<file path="config.mk">
export PLATFORM = sky130hd
export DESIGN_NAME = irq_nest_dispatch
export DESIGN_NICKNAME = d
export VERILOG_FILES = /design/src/rtl/irq_nest_pkg.sv /design/src/rtl/irq_nest_pend.sv /design/src/rtl/irq_nest_pick.sv /design/src/rtl/irq_nest_stack.sv /design/src/rtl/irq_nest_dispatch.sv
export SDC_FILE = /design/constraint.sdc
export NUM_CORES = 1
export LEC_CHECK = 0
export BUFFER_PORTS_ARGS = -buffer_cell sky130_fd_sc_hd__clkbuf_2
export CAP_MARGIN = 20
export CORE_MARGIN = 4
export CORE_UTILIZATION = 30
export CTS_CLUSTER_SIZE = 25
export DETAILED_ROUTE_END_ITERATION = 8
export PLACE_DENSITY = 0.52
export SYNTH_ARGS = -nofsm -noshare
export SYNTH_HDL_FRONTEND = slang
export SYNTH_HIERARCHICAL = 1
export SYNTH_SLANG_ARGS = --single-unit
</file>
<file path="constraint.sdc">
create_clock -name clk -period 4.9 [get_ports clk]
set_input_delay 0.98 -clock clk [delete_from_list [all_inputs] [get_ports clk]]
set_output_delay 0.98 -clock clk [all_outputs]
set_load 0.05 [all_outputs]
</file>
<file path="src/rtl/irq_nest_pkg.sv">
package irq_nest_pkg;
    localparam int TYPE_W = 8;
    localparam int GRP_W  = 2;
    localparam int RANK_W = GRP_W + TYPE_W;

    typedef enum logic [GRP_W-1:0] {
        GRP_EXC = 2'd0,
        GRP_NMI = 2'd1,
        GRP_SWI = 2'd2,
        GRP_EXT = 2'd3
    } grp_e;

    localparam logic [TYPE_W-1:0] NMI_TYPE = 8'd2;

    // exception lane index to type number, skipping the nonmaskable type
    function automatic logic [TYPE_W-1:0] exc_type(input int idx);
        if (idx < int'(NMI_TYPE)) return TYPE_W'(idx);
        return TYPE_W'(idx + 1);
    endfunction

    function automatic logic [RANK_W-1:0] mk_rank(input grp_e g, input logic [TYPE_W-1:0] t);
        return {g, t};
    endfunction
endpackage

</file>
<file path="src/rtl/irq_nest_pend.sv">
module irq_nest_pend
    import irq_nest_pkg::*;
#(
    parameter int NEXC = 4
) (
    input  logic              clk,
    input  logic              rst_n,
    input  logic [NEXC-1:0]   exc_set,
    input  logic              nmi_set,
    input  logic              swi_set,
    input  logic [TYPE_W-1:0] swi_type_in,
    input  logic [NEXC-1:0]   exc_clr,
    input  logic              nmi_clr,
    input  logic              swi_clr,
    output logic [NEXC-1:0]   exc_pend,
    output logic              nmi_pend,
    output logic              swi_pend,
    output logic [TYPE_W-1:0] swi_type_pend
);
    typedef struct packed {
        logic [NEXC-1:0]   exc;
        logic              nmi;
        logic              swi;
        logic [TYPE_W-1:0] swi_t;
    } pend_t;

    pend_t st_d, st_q;

    always_comb begin
        st_d     = st_q;
        st_d.exc = exc_set | (st_q.exc & ~exc_clr);
        st_d.nmi = nmi_set | (st_q.nmi & ~nmi_clr);
        if (swi_clr) st_d.swi = 1'b0;
        if (swi_set && !st_d.swi) begin
            st_d.swi   = 1'b1;
            st_d.swi_t = swi_type_in;
        end
    end

    always_ff @(posedge clk) begin
        if (!rst_n) st_q <= '0;
        else        st_q <= st_d;
    end

    assign exc_pend      = st_q.exc;
    assign nmi_pend      = st_q.nmi;
    assign swi_pend      = st_q.swi;
    assign swi_type_pend = st_q.swi_t;
endmodule

</file>
<file path="src/rtl/irq_nest_pick.sv">
module irq_nest_pick
    import irq_nest_pkg::*;
#(
    parameter int NEXC = 4
) (
    input  logic [NEXC-1:0]   exc_pend,
    input  logic              nmi_pend,
    input  logic              swi_pend,
    input  logic [TYPE_W-1:0] swi_type_pend,
    input  logic              ext_req,
    input  logic [TYPE_W-1:0] ext_type,
    input  logic              ie,
    output logic              cand_vld,
    output logic [RANK_W-1:0] cand_rank,
    output grp_e              cand_grp,
    output logic [NEXC-1:0]   cand_exc
);
    logic              exc_any;
    logic [TYPE_W-1:0] exc_best;
    logic [NEXC-1:0]   exc_hot;

    // lowest lane holds the lowest type
    always_comb begin
        exc_any  = 1'b0;
        exc_best = '0;
        exc_hot  = '0;
        for (int i = NEXC - 1; i >= 0; i--) begin
            if (exc_pend[i]) begin
                exc_any  = 1'b1;
                exc_best = exc_type(i);
                exc_hot  = '0;
                exc_hot[i] = 1'b1;
            end
        end
    end

    always_comb begin
        cand_vld  = 1'b1;
        cand_grp  = GRP_EXC;
        cand_rank = '0;
        cand_exc  = '0;
        if (exc_any) begin
            cand_grp  = GRP_EXC;
            cand_rank = mk_rank(GRP_EXC, exc_best);
            cand_exc  = exc_hot;
        end else if (nmi_pend) begin
            cand_grp  = GRP_NMI;
            cand_rank = mk_rank(GRP_NMI, NMI_TYPE);
        end else if (swi_pend) begin
            cand_grp  = GRP_SWI;
            cand_rank = mk_rank(GRP_SWI, swi_type_pend);
        end else if (ext_req && ie) begin
            cand_grp  = GRP_EXT;
            cand_rank = mk_rank(GRP_EXT, ext_type);
        end else begin
            cand_vld  = 1'b0;
        end
    end
endmodule

</file>
<file path="src/rtl/irq_nest_stack.sv">
module irq_nest_stack #(
    parameter int DEPTH = 4,
    parameter int W     = 10,
    localparam int CNT_W = $clog2(DEPTH + 1)
) (
    input  logic             clk,
    input  logic             rst_n,
    input  logic             push,
    input  logic             pop,
    input  logic [W-1:0]     din,
    output logic [W-1:0]     top,
    output logic [CNT_W-1:0] cnt,
    output logic             full
);
    typedef struct packed {
        logic [DEPTH-1:0][W-1:0] mem;
        logic [CNT_W-1:0]        cnt;
    } stk_t;

    stk_t st_d, st_q;

    assign full = (st_q.cnt == CNT_W'(DEPTH));
    assign cnt  = st_q.cnt;

    always_comb begin
        top = '0;
        for (int i = 0; i < DEPTH; i++) begin
            if (st_q.cnt == CNT_W'(i + 1)) top = st_q.mem[i];
        end
    end

    always_comb begin
        st_d = st_q;
        if (push && !full) begin
            for (int i = 0; i < DEPTH; i++) begin
                if (st_q.cnt == CNT_W'(i)) st_d.mem[i] = din;
            end
            st_d.cnt = st_q.cnt + 1'b1;
        end else if (pop && st_q.cnt != '0) begin
            st_d.cnt = st_q.cnt - 1'b1;
        end
    end

    always_ff @(posedge clk) begin
        if (!rst_n) st_q <= '0;
        else        st_q <= st_d;
    end
endmodule

</file>
<file path="src/rtl/irq_nest_dispatch.sv">
module irq_nest_dispatch
    import irq_nest_pkg::*;
#(
    parameter int NEXC  = 4,
    parameter int DEPTH = 4,
    localparam int LVL_W = $clog2(DEPTH + 2)
) (
    input  logic              clk,
    input  logic              rst_n,
    input  logic [NEXC-1:0]   exc_req,
    input  logic              nmi_req,
    input  logic              swi_req,
    input  logic [TYPE_W-1:0] swi_type,
    input  logic              ext_req,
    input  logic [TYPE_W-1:0] ext_type,
    input  logic              sti,
    input  logic              cli,
    input  logic              eoi,
    output logic              disp_vld,
    output logic [TYPE_W-1:0] disp_type,
    output logic              if_flag,
    output logic [LVL_W-1:0]  nest_lvl
);
    localparam int CNT_W = $clog2(DEPTH + 1);

    typedef struct packed {
        logic              ie;
        logic              act_vld;
        logic [RANK_W-1:0] act_rank;
        logic              disp_vld;
        logic [TYPE_W-1:0] disp_type;
    } core_t;

    core_t cr_d, cr_q;

    logic [NEXC-1:0]   exc_pend, exc_clr, cand_exc;
    logic              nmi_pend, swi_pend, nmi_clr, swi_clr;
    logic [TYPE_W-1:0] swi_type_pend;
    logic              cand_vld;
    logic [RANK_W-1:0] cand_rank;
    grp_e              cand_grp;
    logic              stk_push, stk_pop, stk_full;
    logic [RANK_W-1:0] stk_top;
    logic [CNT_W-1:0]  stk_cnt;
    logic              take;

    irq_nest_pend #(.NEXC(NEXC)) u_pend (
        .clk(clk), .rst_n(rst_n),
        .exc_set(exc_req), .nmi_set(nmi_req),
        .swi_set(swi_req), .swi_type_in(swi_type),
        .exc_clr(exc_clr), .nmi_clr(nmi_clr), .swi_clr(swi_clr),
        .exc_pend(exc_pend), .nmi_pend(nmi_pend),
        .swi_pend(swi_pend), .swi_type_pend(swi_type_pend)
    );

    irq_nest_pick #(.NEXC(NEXC)) u_pick (
        .exc_pend(exc_pend), .nmi_pend(nmi_pend),
        .swi_pend(swi_pend), .swi_type_pend(swi_type_pend),
        .ext_req(ext_req), .ext_type(ext_type), .ie(cr_q.ie),
        .cand_vld(cand_vld), .cand_rank(cand_rank),
        .cand_grp(cand_grp), .cand_exc(cand_exc)
    );

    irq_nest_stack #(.DEPTH(DEPTH), .W(RANK_W)) u_stk (
        .clk(clk), .rst_n(rst_n),
        .push(stk_push), .pop(stk_pop), .din(cr_q.act_rank),
        .top(stk_top), .cnt(stk_cnt), .full(stk_full)
    );

    // a dispatch happens only outside end-of-service and with strict rank gain
    assign take = !eoi && cand_vld &&
                  (!cr_q.act_vld || (cand_rank < cr_q.act_rank && !stk_full));

    always_comb begin
        cr_d          = cr_q;
        cr_d.disp_vld = 1'b0;
        exc_clr       = '0;
        nmi_clr       = 1'b0;
        swi_clr       = 1'b0;
        stk_push      = 1'b0;
        stk_pop       = 1'b0;
        if (eoi) begin
            if (cr_q.act_vld) begin
                if (stk_cnt != '0) begin
                    stk_pop       = 1'b1;
                    cr_d.act_rank = stk_top;
                end else begin
                    cr_d.act_vld  = 1'b0;
                end
            end
        end else if (take) begin
            cr_d.disp_vld  = 1'b1;
            cr_d.disp_type = cand_rank[TYPE_W-1:0];
            cr_d.act_vld   = 1'b1;
            cr_d.act_rank  = cand_rank;
            cr_d.ie        = 1'b0;
            stk_push       = cr_q.act_vld;
            case (cand_grp)
                GRP_EXC: exc_clr = cand_exc;
                GRP_NMI: nmi_clr = 1'b1;
                GRP_SWI: swi_clr = 1'b1;
                default: ;
            endcase
        end
        if (cli)      cr_d.ie = 1'b0;
        else if (sti) cr_d.ie = 1'b1;
    end

    always_ff @(posedge clk) begin
        if (!rst_n) cr_q <= '0;
        else        cr_q <= cr_d;
    end

    assign disp_vld  = cr_q.disp_vld;
    assign disp_type = cr_q.disp_type;
    assign if_flag   = cr_q.ie;
    assign nest_lvl  = LVL_W'(cr_q.act_vld) + LVL_W'(stk_cnt);
endmodule

</file>
* Yosys cells after proc, flatten, opt, wreduce, memory -nomap -nowiden
Index checks and enable logic that the tools add are counted.
** Word-level totals
- Register bits after elaboration :: 78
- Output and inout bits :: 13
** Cells by class
- $add $sub $neg :: 3
- $lt $le $gt $ge :: 1
- Eq/ne operators :: 9
- Multiplexer cells :: 57
- Bitwise logic cells :: 8
- Reductions and logical operators :: 27
** Operators with widths (count)
- $mux 10 :: 9
- $mux 4 :: 8
- $mux 1 :: 25
- $mux 11 :: 2
- $mux 21 :: 1
- $mux 8 :: 2
- $mux 3 :: 4
- $reduce_and 2->1 :: 6
- $lt 10x10->1 :: 1
- $mux 2 :: 5
- $mux 9 :: 1
- $logic_and 1x1->1 :: 7
- $eq 3x2->1 const B :: 2
- $reduce_bool 2->1 :: 3
- $and 4x4->4 :: 1
- $logic_not 1->1 :: 4
- $ne 2x1->1 const B :: 2
- $not 4->4 :: 1
- $or 4x4->4 :: 1
- $reduce_or 2->1 :: 2
- $add 1x3->3 :: 1
- $add 3x1->3 const B :: 1
- $eq 3x1->1 const B :: 1
- $eq 3x3->1 const B :: 1
- 12 further kinds :: 14

* Longest topological paths before layout
- Depth in word-level cells :: 15
- Mapped depth :: 18
- Gate-level depth less buffers :: 13

* By module
The synthesis kept the hierarchy.
** By module, submodules not included
- irq_nest_stack :: times used 1, cells an instance 288, area each 2195.9 µm²
- irq_nest_dispatch :: times used 1, cells an instance 149, area each 1257.5 µm²
- irq_nest_pend :: times used 1, cells an instance 54, area each 540.5 µm²
- irq_nest_pick :: times used 1, cells an instance 33, area each 219.0 µm²

* Worst setup path after synthesis
Ideal clock, no wire load.
- Path type :: input port to flip-flop
- Start :: input port ext_req
- End :: register u_stk.st_q, in the netlist u_stk/cnt[2]
- Library setup time :: 0.060 ns
- Arrival :: 3.771 ns
- Data required time :: 4.840 ns
- Slack :: 1.069 ns
- Stages on the path :: 16
- Path through :: and3b_1 buf_6 a221o_1 a21o_1 ha_1 a21oi_1 o311ai_1 a22o_1 buf_6 clkbuf_1 nor2_1 nor2b_1 buf_4 a21oi_1 a221oi_1 a41o_1
** Between the ends
- Longest elaborated chain between the ends :: 13
- Elaborated cells between the ends (all ways) :: 19
- Classes of those cells :: order compare (1); mux (11); reduce/logical (7)
** RTL lines
- from (decl) :: line irq_nest_dispatch.sv:14 : input logic ext_req,
- $logic_and 1x1->1 (*) :: line irq_nest_pick.sv:52 : end else if (ext_req && ie) begin
- $mux 10 (*) :: line irq_nest_pick.sv:52
- $mux 10 (*) :: line irq_nest_pick.sv:49 : end else if (swi_pend) begin
- $mux 10 (*) :: line irq_nest_pick.sv:46 : end else if (nmi_pend) begin
- $mux 10 (*) :: line irq_nest_pick.sv:42 : if (exc_any) begin
- net cand_rank[1] :: line irq_nest_dispatch.sv:40 : logic [RANK_W-1:0] cand_rank;
- $lt 10x10->1 (*) :: line irq_nest_dispatch.sv:72 : (!cr_q.act_vld || (cand_rank < cr_q.act_rank && !stk_full));
- $logic_and 1x1->1 (*) :: line irq_nest_dispatch.sv:72
- $logic_or 1x1->1 (*) :: line irq_nest_dispatch.sv:72
- $logic_and 1x1->1 (*) :: line irq_nest_dispatch.sv:71 : assign take = !eoi && cand_vld &&
- $mux 1 (*) :: line irq_nest_dispatch.sv:91 : end else if (take) begin
- $mux 1 (*) :: line irq_nest_dispatch.sv:82 : if (eoi) begin
- net stk_push :: line irq_nest_dispatch.sv:42 : logic stk_push, stk_pop, stk_full;
- $logic_and 1x1->1 (*) :: line irq_nest_stack.sv:34 : if (push && !full) begin
- $mux 3 / $reduce_bool 2->1 (equally long branches)
- to (signal assigned) :: line irq_nest_stack.sv:46 : else st_q <= st_d;
- to (decl) :: line irq_nest_stack.sv:20 : stk_t st_d, st_q;
Mark *: on every way through the listed nets, which the timed path passes. The rest lies on a longest branch.
A chain may end at the register's enable or synchronous reset.

* Worst setup path in the final report
- Start :: register u_pend.st_q, in the netlist u_pend/exc_pend[0]
- End :: register u_stk/st_q[3] (netlist bit)
** Between the ends
- Longest elaborated chain between the ends :: 10
- Elaborated cells between the ends (all ways) :: 13
- Classes of those cells :: order compare (1); mux (6); reduce/logical (6)
** RTL lines
- from (decl) :: line irq_nest_pend.sv:27 : pend_t st_d, st_q;
- from (signal assigned) :: line irq_nest_pend.sv:42 : else st_q <= st_d;
- $mux 8 / $mux 1 (equally long branches) :: line irq_nest_pick.sv:28 : if (exc_pend[i]) begin
- $mux 10 :: line irq_nest_pick.sv:42
- $lt 10x10->1 :: line irq_nest_dispatch.sv:72
- $logic_and 1x1->1 :: line irq_nest_dispatch.sv:72
- $logic_or 1x1->1 :: line irq_nest_dispatch.sv:72
- $logic_and 1x1->1 (*) :: line irq_nest_dispatch.sv:71
- $mux 1 (*) :: line irq_nest_dispatch.sv:91
- $mux 1 (*) :: line irq_nest_dispatch.sv:82
- net stk_push :: line irq_nest_dispatch.sv:42
- $logic_and 1x1->1 (*) :: line irq_nest_stack.sv:34
- $reduce_and 2->1 (no line) (*)
Marked as above.

==> results.txt <==
----------------------------------------------------
[Pwr]
  Total power divided by cell area ... just under 400 nW/um^2
  P_leak ... 1.74 nW
  Total power ... 1.85 mW
  Worst IR drop on VDD ... 0.160 mV

[Cells and area]
  Fill cell total of the finished layout ... between 1000 and 1500
  Share of final-layout standard cells stronger than drive strength 1 ... between 10% and 20%
  Antenna cell count ... 0
  Number of standard cells in the layout, taps in and fillers out ... 714
  Area growth from synthesis to layout ... 11.9%
  Post-layout instance area ... 4710 sq um
  Seq. cell area ... around 1600 sq um
  Net count, final ... ~570
  Footprint of the multi-input gates ... about 2300 sq um

[Die]
  Placement Rows ... 43
  Total core area ... about 14000 sq um
  Height of the die ... approximately 130 um
  Horizontal die dimension ... approximately 130 um
  Top-level port count ... between 40 and 50
  Total Die Area ... ~16000 sq um
  Starting density of the core ... 30.5%

[Global routing]
  Antenna violations before repair ... 0
  Global-route wire length before repair ... about 18000 um
  Number of global-route vias before repair ... approximately 3500
  Total overflow reported by the global router ... 0
  Pin count of the biggest net entering global routing ... 46
  Overall Global Routing Usage ... a little over an eighth

[CTS]
  Clock tree buffer depth ... 2
  Buffer type at the clock tree root ... sky130_fd_sc_hd__clkbuf_16
  TritonCTS Sinks ... 78
  TritonCTS clock tree ... done
  Number of CTS-inserted buffers ... 9
  Clock insertion delay at the later pin of the skew report ... about 340 ps
  Clock input transition at the sequential cells of the worst setup and hold paths ... roughly 60 ps
  Quantity of hold-fixing buffers added after cts ... 0
  Number of buffers added for setup after CTS ... 0
  Maximum level of the CTS H-tree ... 3
  Post-CTS Resized ... 0

[Synthesis]
  Sequential fraction of the synthesis area ... a little under two fifths
  Number of instances in the synthesized netlist ... 524
  Synth warnings ... 6
  Mean cell area of the mapped netlist ... 8.04 sq um
  Summed instance area of the synthesized netlist ... approximately 4200 sq um
  Post-synthesis sequential element count ... between 70 and 80
  Number of flops mapped to enable cells by yosys ... 0
  Primary flip-flop cell chosen by synthesis mapping ... sky130_fd_sc_hd__dfxtp_1
  Synthesized Nets ... about 570
  Number of distinct standard cells referenced by the synthesized netlist ... a little over 50
  Async set or reset register ratio after synthesis ... 0%

[STA]
  Period utilization ... 86.0%
  Final hold violation count ... 0
  Fin crit period ... roughly 4200 ps
  Setup total negative slack ... 0 ps
  Max_slew headroom ... around 32%
  Final slew viol count ... 0
  Max frequency ... roughly 240 MHz
  Maximum clock skew at final layout ... approximately 4.6 ps
  Worst-margin pin slew ... approximately 1000 ps
  Finish-stage setup viols ... 0
  RSZ-0062 raised after global routing ... false
  Min Hold Slack ... roughly 460 ps

[Placed design]
  Placed Instances ... around 700
  Port Buf Inserts ... 40
  Detail Placement HPWL ... 7510 um
  Area of placed instances ... between 4000 and 5000 sq um
  Routability congestion estimate ... 0.837

[Flow run]
  Number of violations of the max-capacitance limit ... 0

[Route]
  Post-DR vias/cell ... 5.12
  Post-detailed-routing wire length ... about 11000 um
  Number of optimization iterations in the first detailed-route pass ... 5
  Routed Antenna Nets ... 0
  Detailed-route wire length per cell ... about 15 um
  Number of remaining DRC errors ... 0
  Number of violations reported at the end of detailed-routing iteration 0 ... roughly 250
  Via Count ... ~3700

[Worst setup path]
  Data required time at the worst endpoint ... 5110 ps
  Type of the setup path with the least slack ... reg -> reg
  Top fanout value on the critical path ... 13
  CP arrival ... between 4000 and 5000 ps
  Critical Path End Type ... flop
  Type of origin of the critical path ... flop

[Hold path]
  Min-delay worst type ... reg -> reg

[Outcome]
  Result of the run ... finished clean

----------------------------------------------------
==> sequential cells by signal, summed over array words and instances (netlist names) <==
name and cells:
u_stk/st_q 40, cr_q 11, disp_type 8, u_pend/swi_type_pend 8, u_pend/exc_pend 4, u_stk/cnt 3, disp_vld 1, if_flag 1
u_pend/nmi_pend 1, u_pend/swi_pend 1
==> stage by stage <==
step                worst slack (ps)  utilization, %
floorplan                       1070               -
global placement                 695            31.7
detailed placement               650            31.7
CTS                              708            34.1
global route                     358            34.1
finish                           686            34.1
==> worst paths after layout <==
path,start,depth (start not counted),slack [ps],end
setup / recovery,u_pend/exc_pend[0]$_SDFF_PN0_,13,690,u_stk/st_q[3]$_SDFFE_PN0P_
hold / removal,u_stk/st_q[41]$_SDFFE_PN0P_,2,460,u_stk/st_q[41]$_SDFFE_PN0P_
setup reg to reg,u_pend/exc_pend[0]$_SDFF_PN0_,13,690,u_stk/st_q[3]$_SDFFE_PN0P_
hold reg to reg,u_stk/st_q[41]$_SDFFE_PN0P_,2,460,u_stk/st_q[41]$_SDFFE_PN0P_
==> per-layer routing <==
layer,GRT usage (%),wire length [um],vias to the layer above
met5,0,0,-
met4,4.92,166,0
met3,2.61,389,10
met2,20.9,4980,65
met1,18.5,5010,1743
li1,-,-,1840
==> critical path: stages (launching register included) <==
cell and delay (ps):
sky130_fd_sc_hd__dfxtp_1 370, sky130_fd_sc_hd__nor4_1 520, sky130_fd_sc_hd__nand2b_1 300, sky130_fd_sc_hd__nor2_1 580
sky130_fd_sc_hd__ha_1 380, sky130_fd_sc_hd__nand4_1 120, sky130_fd_sc_hd__o311ai_1 110, sky130_fd_sc_hd__a22o_1 260
sky130_fd_sc_hd__nor2_1 150, sky130_fd_sc_hd__buf_4 180, sky130_fd_sc_hd__nor2b_2 460, sky130_fd_sc_hd__nand2_1 380
sky130_fd_sc_hd__nand2_1 180, sky130_fd_sc_hd__a21boi_0 100
==> area by class of cell <==
type | count | area share, %
flip-flops and latches | 78 | 33.1
inverters | 17 | 1.35
well taps | 180 | 4.78
clock buffers | 13 | 5.74
clock inverters | 3 | 1.38
repair buffers | 46 | 5.20
multi-input cells | 377 | 48.4
==> where the power goes <==
part / internal, mW / switching, mW
Clock: 0.487 / 0.253
Combinational: 0.125 / 0.243
Sequential: 0.679 / 0.0620
==> Yosys cell counts, types with 5 or more instances <==
cell	number	area, sq um
sky130_fd_sc_hd__dfxtp_1	78	1560
sky130_fd_sc_hd__buf_2	7	35.0
sky130_fd_sc_hd__nand2b_1	7	43.8
sky130_fd_sc_hd__clkbuf_1	19	71.3
sky130_fd_sc_hd__a21boi_1	5	37.5
sky130_fd_sc_hd__o21ai_0	33	165
sky130_fd_sc_hd__nand2_1	103	387
sky130_fd_sc_hd__a22oi_1	17	128
sky130_fd_sc_hd__inv_1	17	63.8
sky130_fd_sc_hd__nor2_1	15	56.3
sky130_fd_sc_hd__buf_4	18	135
sky130_fd_sc_hd__o21a_1	7	52.6
sky130_fd_sc_hd__and3_1	10	62.6
sky130_fd_sc_hd__buf_6	6	67.6
sky130_fd_sc_hd__mux2i_1	8	80.1
sky130_fd_sc_hd__nand3_1	39	195
sky130_fd_sc_hd__ha_1	17	213
sky130_fd_sc_hd__o22ai_1	12	75.1
sky130_fd_sc_hd__nor4b_1	5	43.8
sky130_fd_sc_hd__a21oi_1	13	65.1
sky130_fd_sc_hd__nor2b_1	10	62.6
sky130_fd_sc_hd__a311oi_1	9	78.8
sky130_fd_sc_hd__a21boi_0	35	263
==> cells by family after synthesis <==
| logic type | after synthesis | share of synthesized area, % |
|---|---|---|
| AND/OR/NAND/NOR | 202 | 22.5 |
| flip-flops | 78 | 37.1 |
| AO/OA/AOI/OAI | 148 | 24.1 |
| XOR/XNOR | 2 | 0.416 |
| buffers and inverters | 69 | 9.03 |
| adder cells (fa/ha/maj) | 17 | 5.05 |
| multiplexers | 8 | 1.90 |
==> cells in the final DEF (no fill, tap or decap), types with 7 or more instances in the layout <==
master | Yosys | final
sky130_fd_sc_hd__clkbuf_16 | 0 | 9
sky130_fd_sc_hd__clkbuf_2 | 0 | 40
sky130_fd_sc_hd__nand3_1 | 39 | 39
sky130_fd_sc_hd__a21boi_0 | 35 | 35
sky130_fd_sc_hd__o21a_1 | 7 | 7
sky130_fd_sc_hd__and3_1 | 10 | 10
sky130_fd_sc_hd__o22ai_1 | 12 | 12
sky130_fd_sc_hd__nand2b_1 | 7 | 7
sky130_fd_sc_hd__mux2i_1 | 8 | 8
sky130_fd_sc_hd__dfxtp_1 | 78 | 78
sky130_fd_sc_hd__nand2_1 | 103 | 103
sky130_fd_sc_hd__inv_1 | 17 | 17
sky130_fd_sc_hd__nor2b_1 | 10 | 9
sky130_fd_sc_hd__a311oi_1 | 9 | 9
sky130_fd_sc_hd__o21ai_0 | 33 | 33
sky130_fd_sc_hd__ha_1 | 17 | 17
sky130_fd_sc_hd__a21oi_1 | 13 | 13
sky130_fd_sc_hd__a22oi_1 | 17 | 17
sky130_fd_sc_hd__nor2_1 | 15 | 15
Note: power is estimated with default switching activity, not from simulation.
